--- src/rtl/gx_pcs_tx_pkg.sv ---
package gx_pcs_tx_pkg;
    localparam int BYTE_W = 8;

    localparam logic [BYTE_W-1:0] CG_K28_5 = 8'hBC;
    localparam logic [BYTE_W-1:0] CG_D16_2 = 8'h50;
    localparam logic [BYTE_W-1:0] CG_SOP   = 8'hFB;
    localparam logic [BYTE_W-1:0] CG_EOP   = 8'hFD;
    localparam logic [BYTE_W-1:0] CG_CEXT  = 8'hF7;
    localparam logic [BYTE_W-1:0] CG_ERRP  = 8'hFE;
    localparam logic [BYTE_W-1:0] CG_D21_5 = 8'hB5;
    localparam logic [BYTE_W-1:0] CG_D2_2  = 8'h42;
    localparam logic [BYTE_W-1:0] GMII_EXT = 8'h0F;

    typedef enum logic [2:0] {
        PH_IDLE,
        PH_FRAME,
        PH_TAIL,
        PH_PAD,
        PH_CFG
    } tx_phase_e;

    typedef struct packed {
        logic [BYTE_W-1:0] data;
        logic              is_k;
        logic              fix_disp;
    } cg_t;
endpackage

--- src/rtl/gx_cfg_seq.sv ---
module gx_cfg_seq
    import gx_pcs_tx_pkg::*;
#(
    parameter int CFG_W = 16
) (
    input  logic             clk,
    input  logic             rst_n,
    input  logic             take,
    input  logic [CFG_W-1:0] word_in,
    output cg_t              grp,
    output logic             last
);
    localparam int LANES   = CFG_W / BYTE_W;
    localparam int SET_LEN = 2 + LANES;
    localparam int IDX_W   = $clog2(SET_LEN);
    localparam logic [IDX_W-1:0] IDX_LAST = IDX_W'(SET_LEN - 1);
    localparam logic [IDX_W-1:0] IDX_BYTE0 = IDX_W'(2);

    typedef struct packed {
        logic [IDX_W-1:0] idx;
        logic             alt;
        logic [CFG_W-1:0] word;
    } cfg_st_t;

    cfg_st_t st_d, st_q;
    logic [IDX_W-1:0] lane;

    always_comb begin
        st_d = st_q;
        if (take) begin
            if (st_q.idx == IDX_LAST) begin
                st_d.idx = '0;
                st_d.alt = ~st_q.alt;
            end else begin
                st_d.idx = st_q.idx + 1'b1;
            end
            if (st_q.idx == '0) begin
                st_d.word = word_in;
            end
        end else begin
            st_d.idx = '0;
            st_d.alt = 1'b0;
        end
    end

    always_comb begin
        lane = st_q.idx - IDX_BYTE0;
        grp.fix_disp = 1'b0;
        if (st_q.idx == '0) begin
            grp.data = CG_K28_5;
            grp.is_k = 1'b1;
        end else if (st_q.idx == IDX_W'(1)) begin
            grp.data = st_q.alt ? CG_D2_2 : CG_D21_5;
            grp.is_k = 1'b0;
        end else begin
            grp.data = st_q.word[lane*BYTE_W +: BYTE_W];
            grp.is_k = 1'b0;
        end
        last = (st_q.idx == IDX_LAST);
    end

    always_ff @(posedge clk or negedge rst_n) begin
        if (!rst_n) begin
            st_q <= '0;
        end else begin
            st_q <= st_d;
        end
    end

    // a run of config sets begins with the first variant
    assert_cfg_first_variant_R8: assert property (@(posedge clk) disable iff (!rst_n)
        (take && !$past(take)) |-> (!st_q.alt && st_q.idx == '0));

    // once a set has started, it keeps being consumed until its last group
    assert_cfg_no_abort_R9: assert property (@(posedge clk) disable iff (!rst_n)
        (take && !last) |=> take);
endmodule

--- src/rtl/gx_tx_frame_fsm.sv ---
module gx_tx_frame_fsm
    import gx_pcs_tx_pkg::*;
(
    input  logic              clk,
    input  logic              rst_n,
    input  logic [BYTE_W-1:0] txd,
    input  logic              txen,
    input  logic              txer,
    input  logic              cfg_req,
    input  cg_t               cfg_grp,
    input  logic              cfg_last,
    output logic              cfg_take,
    output cg_t               cg_out
);
    typedef struct packed {
        tx_phase_e phase;
        logic      odd;
        cg_t       cg;
    } fsm_st_t;

    fsm_st_t st_d, st_q;
    logic    ext;

    function automatic cg_t mk(input logic [BYTE_W-1:0] b, input logic k, input logic f);
        cg_t r;
        r.data     = b;
        r.is_k     = k;
        r.fix_disp = f;
        return r;
    endfunction

    always_comb begin
        st_d     = st_q;
        st_d.odd = ~st_q.odd;
        cfg_take = 1'b0;
        ext      = !txen && txer && (txd == GMII_EXT);
        unique case (st_q.phase)
            PH_IDLE: begin
                if (st_q.odd) begin
                    st_d.cg = mk(CG_D16_2, 1'b0, 1'b1);
                end else if (cfg_req) begin
                    st_d.cg    = cfg_grp;
                    cfg_take   = 1'b1;
                    st_d.phase = PH_CFG;
                end else if (txen) begin
                    st_d.cg    = mk(CG_SOP, 1'b1, 1'b0);
                    st_d.phase = PH_FRAME;
                end else begin
                    st_d.cg = mk(CG_K28_5, 1'b1, 1'b1);
                end
            end
            PH_FRAME: begin
                if (txen) begin
                    st_d.cg = txer ? mk(CG_ERRP, 1'b1, 1'b0) : mk(txd, 1'b0, 1'b0);
                end else begin
                    st_d.cg    = mk(CG_EOP, 1'b1, 1'b0);
                    st_d.phase = PH_TAIL;
                end
            end
            PH_TAIL: begin
                st_d.cg = mk(CG_CEXT, 1'b1, 1'b0);
                if (!ext) begin
                    st_d.phase = st_q.odd ? PH_IDLE : PH_PAD;
                end
            end
            PH_PAD: begin
                st_d.cg    = mk(CG_CEXT, 1'b1, 1'b0);
                st_d.phase = PH_IDLE;
            end
            PH_CFG: begin
                st_d.cg  = cfg_grp;
                cfg_take = 1'b1;
                if (cfg_last && !cfg_req) begin
                    st_d.phase = PH_IDLE;
                end
            end
            default: begin
                st_d.cg    = mk(CG_K28_5, 1'b1, 1'b1);
                st_d.phase = PH_IDLE;
            end
        endcase
    end

    always_ff @(posedge clk or negedge rst_n) begin
        if (!rst_n) begin
            st_q.phase <= PH_IDLE;
            st_q.odd   <= 1'b1;
            st_q.cg    <= mk(CG_K28_5, 1'b1, 1'b1);
        end else begin
            st_q <= st_d;
        end
    end

    assign cg_out = st_q.cg;

    // commas and start delimiters leave on even positions only
    assert_comma_even_R11: assert property (@(posedge clk) disable iff (!rst_n)
        (cg_out.is_k && (cg_out.data == CG_K28_5 || cg_out.data == CG_SOP)) |-> st_q.odd);

    // an end delimiter is always followed by a carrier-extend group
    assert_eop_then_r_R6: assert property (@(posedge clk) disable iff (!rst_n)
        (cg_out.is_k && cg_out.data == CG_EOP) |=> (cg_out.is_k && cg_out.data == CG_CEXT));

    // the correction strobe accompanies idle code groups only
    assert_fix_idle_only_R10: assert property (@(posedge clk) disable iff (!rst_n)
        cg_out.fix_disp |-> ((cg_out.is_k && cg_out.data == CG_K28_5) ||
                             (!cg_out.is_k && cg_out.data == CG_D16_2)));

    // a start delimiter needs tx_en on the sampled cycle
    assert_sop_needs_en_R3: assert property (@(posedge clk) disable iff (!rst_n)
        (cg_out.is_k && cg_out.data == CG_SOP) |-> $past(txen));
endmodule

--- src/rtl/gx_pcs_tx.sv ---
module gx_pcs_tx
    import gx_pcs_tx_pkg::*;
#(
    parameter int CFG_W = 16
) (
    input  logic              clk,
    input  logic              rst_n,
    input  logic [BYTE_W-1:0] gmii_txd,
    input  logic              gmii_txen,
    input  logic              gmii_txer,
    input  logic              an_cfg_req,
    input  logic [CFG_W-1:0]  an_cfg_word,
    output logic [BYTE_W-1:0] cg_byte,
    output logic              cg_is_k,
    output logic              cg_fix_disp
);
    cg_t  cfg_grp;
    cg_t  cg_out;
    logic cfg_last;
    logic cfg_take;

    gx_cfg_seq #(.CFG_W(CFG_W)) u_cfg (
        .clk     (clk),
        .rst_n   (rst_n),
        .take    (cfg_take),
        .word_in (an_cfg_word),
        .grp     (cfg_grp),
        .last    (cfg_last)
    );

    gx_tx_frame_fsm u_fsm (
        .clk      (clk),
        .rst_n    (rst_n),
        .txd      (gmii_txd),
        .txen     (gmii_txen),
        .txer     (gmii_txer),
        .cfg_req  (an_cfg_req),
        .cfg_grp  (cfg_grp),
        .cfg_last (cfg_last),
        .cfg_take (cfg_take),
        .cg_out   (cg_out)
    );

    assign cg_byte     = cg_out.data;
    assign cg_is_k     = cg_out.is_k;
    assign cg_fix_disp = cg_out.fix_disp;
endmodule

--- config.mk ---
export PLATFORM = sky130hd
export DESIGN_NAME = gx_pcs_tx
export DESIGN_NICKNAME = d
export VERILOG_FILES = /design/src/rtl/gx_pcs_tx_pkg.sv /design/src/rtl/gx_cfg_seq.sv /design/src/rtl/gx_tx_frame_fsm.sv /design/src/rtl/gx_pcs_tx.sv
export SDC_FILE = /design/constraint.sdc
export NUM_CORES = 1
export LEC_CHECK = 0
export CAP_MARGIN = 20
export CORE_ASPECT_RATIO = 0.8
export CORE_MARGIN = 2
export CORE_UTILIZATION = 40
export CTS_BUF_LIST = sky130_fd_sc_hd__clkbuf_4 sky130_fd_sc_hd__clkbuf_8 sky130_fd_sc_hd__clkbuf_16
export CTS_CLUSTER_SIZE = 16
export DETAILED_ROUTE_END_ITERATION = 6
export DONT_BUFFER_PORTS = 1
export GPL_TIMING_DRIVEN = 0
export PLACE_DENSITY = 0.66
export SETUP_SLACK_MARGIN = 0.3
export SKIP_LAST_GASP = 1
export SYNTH_ARGS = -nofsm -noshare
export SYNTH_HDL_FRONTEND = slang
export SYNTH_SLANG_ARGS = --single-unit
--- constraint.sdc ---
create_clock -name clk -period 1.6 [get_ports clk]
set_input_delay 0.32 -clock clk [delete_from_list [all_inputs] [get_ports clk]]
set_output_delay 0.32 -clock clk [all_outputs]
set_load 0.005 [all_outputs]
=== Yosys cells after proc, flatten, opt, wreduce, memory -nomap -nowiden ===
Cells that the tools add are included.
Widths: inputs -> output; s select.

* Word-level logic and storage cells: 59
* Output and inout port bits: 10
* Input bits: 29
* Bits in registers: 33

* Bitwise operators: 2
* Reduce and logical (&&, ||, !) cells: 10
* Eq/ne operators: 13
* Add/sub/neg operators: 2
* Mux-type cells: 23
* Shift operators: 1

{| class="wikitable"
|+ Operators by type and width
! operator !! number
|-
| $mux 10 || 4
|-
| $pmux 10 s4 || 1
|-
| $mux 9 || 3
|-
| $mux 3 || 7
|-
| $shiftx 16x6->8 || 1
|-
| $pmux 3 s4 || 1
|-
| $eq 8x4->1 const B || 1
|-
| $mux 8 || 1
|-
| $eq 3x2->1 const B || 2
|-
| $ne 2x2->1 const B || 3
|-
| $reduce_and 5->1 || 1
|-
| $mux 2 || 2
|-
| $ne 2x1->1 const B || 2
|-
| $eq 3x1->1 const B || 1
|-
| $eq 3x3->1 const B || 1
|-
| $logic_and 1x1->1 || 3
|-
| $logic_not 3->1 || 1
|-
| $mux 1 || 3
|-
| $ne 3x3->1 const B || 1
|-
| $add 2x1->2 const B || 1
|-
| $eq 2x1->1 const B || 1
|-
| $eq 2x2->1 const B || 1
|-
| $logic_not 1->1 || 2
|-
| $logic_not 2->1 || 1
|-
| 5 further kinds || 6
|}

=== Longest topological paths before layout ===
Gate-level depths: netlist (run 1).

* Word-level depth: 7
* Mapped depth: 6
* Mapped depth without buffers: 6

=== By module ===
From an unflattened synthesis (run 1), not the netlist that was laid out.

* Cell total of the unflattened synthesis: 179
* Area, all modules: 1,960.6 sq um

{| class="wikitable"
|+ By module, submodules not included
! module !! times used !! cells each !! area an instance (sq um) !! seq. area each (sq um)
|-
| gx_cfg_seq || 1 || 73 || 996.0 || 475.5
|-
| gx_tx_frame_fsm || 1 || 106 || 964.7 || 360.3
|}

=== Worst setup path before layout (run 1) ===
OpenSTA, ideal clock, no wires.

* Kind: reg-to-reg
* Start point: register u_cfg.st_q[17] (netlist name)
* End point: register u_fsm.st_q (netlist bit u_fsm.cg_out[3])
* Library setup time: 104 ps
* Period minus slack after synthesis: 1,668 ps
* Stages on the path, launching flop included: 7
* Buffers on the path: 1
* Data arrival time: 1,564 ps
* Required time: 1,496 ps
* Path slack: -68 ps
* Cells stage by stage: dfrtp_1 > buf_2 > inv_1 > ha_1 > a21o_1 > or2_1 > o311ai_1

{| class="wikitable"
|+ RTL lines
! element !! line !! RTL
|-
| from (decl) || gx_cfg_seq.sv:25 || <nowiki>cfg_st_t st_d, st_q;</nowiki>
|-
| from (signal assigned) || gx_cfg_seq.sv:66 || <nowiki>st_q <= st_d;</nowiki>
|-
| to (signal assigned) || gx_tx_frame_fsm.sv:90 || <nowiki>st_q <= st_d;</nowiki>
|-
| to (decl) || gx_tx_frame_fsm.sv:21 || <nowiki>fsm_st_t st_d, st_q;</nowiki>
|}

=== Final worst setup path (run 1) ===
* Start point: register u_fsm.st_q[10] (netlist name)
* End point: register u_cfg.st_q[7] (netlist name)

* Longest elaborated chain between the ends: 3

{| class="wikitable"
|+ Ends and longest elaborated chain
! element !! line !! RTL
|-
| $mux 1 || gx_tx_frame_fsm.sv:39 || <nowiki>if (st_q.odd) begin</nowiki>
|-
| $pmux 1 s2 || gx_tx_frame_fsm.sv:37 || <nowiki>unique case (st_q.phase)</nowiki>
|-
| $reduce_and 2->1 (no source line) || - ||
|}

Every way passes these cells.
A chain may end at the register's enable or synchronous reset.

==> results of run 1 <==
==> Yosys cell counts, types with 2 or more instances <==
| cell type | n | share of area |
|---|---|---|
| a21oi_1 | 8 | 0.022 |
| and2_1 | 2 | 0.0068 |
| buf_2 | 7 | 0.019 |
| buf_4 | 8 | 0.032 |
| dfrtp_1 | 25 | 0.34 |
| dfstp_2 | 8 | 0.11 |
| ha_1 | 3 | 0.020 |
| inv_1 | 7 | 0.014 |
| mux2_2 | 8 | 0.049 |
| mux2_4 | 10 | 0.081 |
| mux2i_1 | 6 | 0.032 |
| nand2_1 | 6 | 0.012 |
| nand2b_1 | 3 | 0.010 |
| nand3_1 | 4 | 0.011 |
| nor2_1 | 15 | 0.030 |
| nor2b_1 | 2 | 0.0068 |
| nor3_1 | 3 | 0.0081 |
| nor3b_1 | 2 | 0.0081 |
| nor4_1 | 3 | 0.010 |
| o21ai_0 | 10 | 0.027 |
| o22ai_1 | 2 | 0.0068 |
| or2_1 | 2 | 0.0068 |
| or3_1 | 2 | 0.0068 |
==> layer usage <==
layer / part of all wire / wire (um)
met3: 0.066 / 295
met5: 0 / 0
met4: 0.0065 / 29
met2: 0.49 / 2190
met1: 0.43 / 1930
==> area by class of cell <==
type                            instances  area, sq um  share of cell area
Clock buffer                            8         97.6              0.0398
Inverter                                7         28.8              0.0117
Multi-Input combinational cell        115         1030               0.422
Tap cell                               60         75.1              0.0306
Buffer                                 17          134              0.0546
Timing Repair Buffer                   20          246               0.100
Sequential cell                        33          837               0.341
==> logic make-up after synthesis <==
group | count (synthesis) | share of synthesized area
adder cells (fa/ha/maj) | 3 | 0.0203
multiplexers | 24 | 0.162
flip-flops | 33 | 0.451
AO/OA/AOI/OAI | 36 | 0.130
buffers and inverters | 24 | 0.0784
AND/OR/NAND/NOR | 51 | 0.153
XOR/XNOR | 1 | 0.00473
==> report_power, final <==
part	total, W	switching (W)	leakage [nW]	internal (W)
Sequential	0.00146	0.000186	0.383	0.00128
Combinational	0.00322	0.00138	0.679	0.00184
Clock	0.000672	0.000288	0.0523	0.000384
==> placed cells by master, fill, tap and decap left out, types with 5 or more instances in the layout <==
cell / count
dfstp_2: 8
dfrtp_1: 24
buf_12: 5
clkbuf_8: 6
o21ai_0: 6
inv_1: 5
buf_6: 6
mux2_4: 17
buf_4: 19
nor2_1: 12
mux2i_1: 6
nand2_1: 6
a21oi_1: 5
==> metrics by stage <==
step / cells / TNS [ns]
5_1_grt: 260 / -0.526
4_1_cts: 252 / -0.0858
2_1_floorplan: 172 / 0
6_report: 260 / -0.145
3_5_place_dp: 232 / -0.670
3_3_place_gp: 232 / -0.519
==> how the worst max path moves through the flow <==
stage               depth (start not counted)               to  slack [ns]            from
floorplan                                   5    u_cfg.st_q[0]        0.03  u_fsm.st_q[10]
global placement                            5  u_fsm.cg_out[8]       -0.07  u_cfg.st_q[18]
detailed placement                          5  u_fsm.cg_out[8]       -0.11  u_cfg.st_q[18]
CTS                                         5    u_cfg.st_q[8]       -0.02  u_fsm.st_q[10]
global route                                5   u_cfg.st_q[14]       -0.06  u_fsm.st_q[10]
finish                                      5    u_cfg.st_q[7]       -0.03  u_fsm.st_q[10]
==> state kept, by name, indices dropped and copies added, names as in the netlist <==
register      count
u_cfg.st_q       19
u_fsm.st_q        4
u_fsm.cg_out     10
==> what timing repair did <==
action,CTS,global route
gates resized for setup,25,24
buffers inserted,10,7
setup endpoints to repair,26,29
hold endpoints to repair,33,0
pin swaps,9,7
gates cloned,0,1
hold buffers,2,0
==> qor_table.md, run 1 <==
| Quantity | This run |
|:---|:---|
| HPWL after DPL | 2730 um |
| Maximum clock insertion buffer count | 2 |
| EDFF count, synth | 0 |
| Share of the cycle needed by the critical path after routing | 1.02 |
| Kind of end point of the critical path | register |
| Setup slack on the worst flop-to-flop path | -0.03 ns |
| Die X | 80.1 um |
| Post-layout power | 0.00535 W |
| Post-synth cell types | 49 |
| Buf/Inv on CP | 1 |
| Design Area, Final | 2450 sq um |
| Buffers on Ports | 0 |
| Sequential area share after synthesis | 0.451 |
| Largest net degree at the start of global routing | 34 |
| Final hold vios | 0 |
| Largest voltage drop on the vdd net | 755 uV |
| Critical-path cell list | and2b_2 > o21a_4 > nand2_8 > clkbuf_16 > mux2_4 |
| Number of iterations in the first detailed-routing pass | 4 |
| Min-Delay Startpoint | gmii_txd[7] |
| Via/cell ratio | 5.44 |
| Clock insertion delay at the later pin of the skew report | 0.29 ns |
| Synth warnings | 0 |
| Clock tree sinks | 33 |
| # nets final | 231 |
| Synth async-reset ratio | 1.00 |
| Leakage power summed over all cells | 1.11 nW |
| Min cycle time layout | 1.63 ns |
| Die H | 64.9 um |
| Worst hold slack across all endpoints | 0.156 ns |
| Type of the tightest min-delay check | input port to register |
| Count of inserted antenna diode cells | 0 |
| Maximum Capacitance Violations | 0 |
| WP data arrival | 1.80 ns |
| Synth Cell Area | 1850 sq um |
| Aggregate global routing overflow | 0 |
| Transition time of the tightest slew-check pin | 0.385 ns |
| Number of DRC markers in iteration 0 | 144 |
| Final cell utilization of the core | 0.544 |
| Violated checks | negative setup slack |
| Via count of the first global-routing pass | 1,293 |
| Top_reg_cell synth | dfrtp_1 |
| CP delay by family, top | flip-flops |
| Most used routing layer in global routing | met2 |
| Critical path required time | 1.77 ns |
| Number of antenna-violating nets in the routed design | 0 |
| Unrepaired setup endpoints after global routing | yes |
| Weighted congestion at the end of routability-driven global placement | 0.911 |
| Worst setup timing slack at the placement stage | -0.113 ns |
| Maximum fanout encountered on the critical timing path | 5 |
| Startpoint kind of the worst setup timing path | register |
| Run status | finished, violations left |
| Filler Cell Count | 398 |
| Grt met2 use | 0.243 |
| Total wire length after detailed routing | 4450 um |
| Starting utilization of the core area | 0.410 |
| Core ar. | 4510 sq um |
| Synth-to-Final Area Change | 32.5% |
| Worst setup path class | register to register |
| Post-route DRC | 0 |
| PwrDens | 2180 nW/um^2 |
| Cells on worst reg2reg path | 5 |
| Instance area at placement | 1960 sq um |
| Max transition margin | 0.737 |
| I/O pin total | 39 |
| CTS tree | done |
| Total number of vias | 1,414 |
| Global-route usage over all layers | 0.169 |
| First-pass GRT wire length | 6530 um |
| Routed len/inst | 17.1 um |
| Number of placement rows | 22 |
| Fmax achieved | 615 MHz |
| Total clock buffers created by CTS | 5 |
| Max-slew violation count | 0 |
| Net count of the mapped netlist | 204 |
| Clock slew at the register clock pins of the worst setup and hold paths | 0.07 ns |
| Master cell of the clock root buffer | clkbuf_8 |
| GR Layer Usage met3 | 0.0641 |
| Share of post-route cells with drive strength above 1 | 0.490 |
| Critical R2R Launch | u_fsm.st_q[10] |
| Hold Path Stages | 2 |
| Synthesis-stage register bit count | 33 |
| Sink of the worst hold path | u_fsm.cg_out[9] |
| Worst flop-to-flop path endpoint | u_cfg.st_q[7] |
| H-tree depth | 2 |
| Master of the slowest instance on the critical path | dfstp_2 |
| Avg Synthesized Cell Area | 10.8 sq um |
| Initial antenna violation count | 0 |
| Met1 demand-to-capacity share in global routing | 0.234 |
| Maximum cell stage delay along the critical path | 0.53 ns |
| Setup Skew | 0.00891 ns |
| Slack of the critical path | -0.0271 ns |
| Synthesized instance count | 172 |
| Floorplan die area | 5190 sq um |
| Final setup fails | 8 |
Note: power is estimated with default switching activity, not from simulation.
==> inputs of run 2 (changes only) <==
Settings changed: ABC_CLOCK_PERIOD_IN_PS set to 1600, SKIP_CTS_REPAIR_TIMING set to 1.
==> qor_table.md, run 2 (synthesized netlist as in run 1, its figures left out) <==
| Quantity | This run |
|:---|:---|
| WP data arrival | 1.85 ns |
| Critical path required time | 1.78 ns |
| Master cell of the clock root buffer | clkbuf_8 |
| Weighted congestion at the end of routability-driven global placement | 0.911 |
| Number of placement rows | 22 |
| CTS tree | done |
| H-tree depth | 2 |
| Slack of the critical path | -0.0687 ns |
| Logic gate share of total power | 0.583 |
| Proportion of power drawn by flip-flops and latches | 0.288 |
| Worst setup path class | register to register |
| Total clock buffers created by CTS | 5 |
| Global-route usage over all layers | 0.155 |
| Via count of the first global-routing pass | 1,202 |
| CP delay by family, top | compound AO/OA/AOI/OAI gates |
| Largest voltage drop on the vdd net | 833 uV |
| Register with the highest flop count | u_cfg.st_q |
| Maximum clock insertion buffer count | 2 |
| Aggregate global routing overflow | 0 |
| Startpoint kind of the worst setup timing path | register |
| Critical-path cell list | buf_6 > inv_4 > ha_4 > a21o_1 > or2_1 > o32ai_2 |
| Setup Skew | 0.0122 ns |
| Worst setup timing slack at the placement stage | -0.113 ns |
| Largest net degree at the start of global routing | 34 |
| Core ar. | 4510 sq um |
| Type of the tightest min-delay check | input port to register |
| Initial antenna violation count | 0 |
| Post-route DRC | 0 |
| Clock tree sinks | 33 |
| Clock slew at the register clock pins of the worst setup and hold paths | 0.07 ns |
| Die H | 64.9 um |
| # nets final | 230 |
| Synth-to-Final Area Change | 31.1% |
| Via/cell ratio | 5.29 |
| Violated checks | negative setup slack |
| Starting utilization of the core area | 0.410 |
| Clock insertion delay at the later pin of the skew report | 0.29 ns |
| I/O pin total | 39 |
| Clock group share of total power | 0.129 |
| Number of flip-flops in the largest register | 19 |
| Buffers on Ports | 0 |
| Maximum cell stage delay along the critical path | 0.42 ns |
| NetSw | 0.00179 W |
| Die X | 80.1 um |
| Share of post-route cells with drive strength above 1 | 0.487 |
| Most common cell after layout, fill and taps aside | dfrtp_1 |
| Filler Cell Count | 386 |
| Fmax achieved | 599 MHz |
| Run status | finished, violations left |
| Master of the slowest instance on the critical path | dfrtp_1 |
| Final setup fails | 10 |
| Total wire length after detailed routing | 4170 um |
| Number of DRC markers in iteration 0 | 144 |
| Area occupied by registers | 837 sq um |
| Unrepaired setup endpoints after global routing | yes |
| Kind of end point of the critical path | register |
| Maximum fanout encountered on the critical timing path | 7 |
| Routed len/inst | 16.1 um |
| Number of iterations in the first detailed-routing pass | 4 |
| Maximum Capacitance Violations | 0 |
| Buf/Inv on CP | 2 |
| Leakage power summed over all cells | 1.09 nW |
| Count of inserted antenna diode cells | 0 |
| PwrDens | 2130 nW/um^2 |
| Share of the cycle needed by the critical path after routing | 1.04 |
| First-pass GRT wire length | 5980 um |
| Area of the multi-input gates | 1040 sq um |
| Floorplan die area | 5190 sq um |
| Net Sw Frac | 0.345 |
| HPWL after DPL | 2730 um |
| Total number of vias | 1,371 |
| Post-layout power | 0.00517 W |
| Max transition margin | 0.728 |
| Final hold vios | 0 |
| Min cycle time layout | 1.67 ns |
| Commonest non-fill, non-tap cells in the layout | 24 x dfrtp_1, 21 x buf_4, 15 x mux2_4 |
| Internal Dissipation | 0.00338 W |
| Max-slew violation count | 0 |
| Transition time of the tightest slew-check pin | 0.398 ns |
| Number of antenna-violating nets in the routed design | 0 |
==> run 2: changes by cell type in the layout (fill, tap and decap cells not counted), sizes merged <==
cell	previous run	this run
buf	35	32
clkbuf	9	11
==> run 2: per-stage QoR <==
stage	std cells	hold slack, ns	util	area [sq um]	TNS [ns]
2_1_floorplan	172	0.0244	-	1880	0
3_3_place_gp	232	0.0251	0.434	1960	-0.519
3_5_place_dp	232	0.0252	0.434	1960	-0.670
4_1_cts	240	-0.285	0.455	2060	-0.813
5_1_grt	259	0.150	0.538	2430	-0.865
6_report	259	0.157	0.538	2430	-0.222
==> run 2: final cells by class <==
cell class                 count  area share
sequential                    33       0.345
inverter                       7      0.0119
buffer                        17      0.0562
multi-input combinational    115       0.429
tap                           60      0.0309
clock buffer                   8      0.0402
timing repair buffer          19      0.0871
==> run 2: final timing paths <==
path	from	to	slack (ns)	cells after the start
setup / recovery	u_cfg.st_q[17]	u_fsm.cg_out[8]	-0.07	6
hold / removal	gmii_txd[7]	u_fsm.cg_out[9]	0.16	2
setup reg to reg	u_cfg.st_q[17]	u_fsm.cg_out[8]	-0.07	6
hold reg to reg	u_cfg.st_q[5]	u_cfg.st_q[5]	0.51	1
max in group asynchronous	rst_n	u_fsm.cg_out[9]	0.88	2
min in group asynchronous	rst_n	u_cfg.st_q[7]	0.47	2
==> run 2: power by group through the flow <==
stage	registers [W]	logic (W)	clock network (W)
after floorplan	0.00143	0.00172	0
after global placement	0.00148	0.00201	0
after detailed placement	0.00149	0.00202	0
after CTS	0.00148	0.00203	0.000685
after global routing	0.00153	0.00324	0.000733
final	0.00149	0.00301	0.000669
==> run 2: per-layer routing <==
| layer | share of wire | global-route usage |
|---|---|---|
| met1 | 0.43 | 0.214 |
| met2 | 0.49 | 0.219 |
| met3 | 0.070 | 0.0655 |
| met4 | 0.0065 | 0.0508 |
| met5 | 0 | 0 |
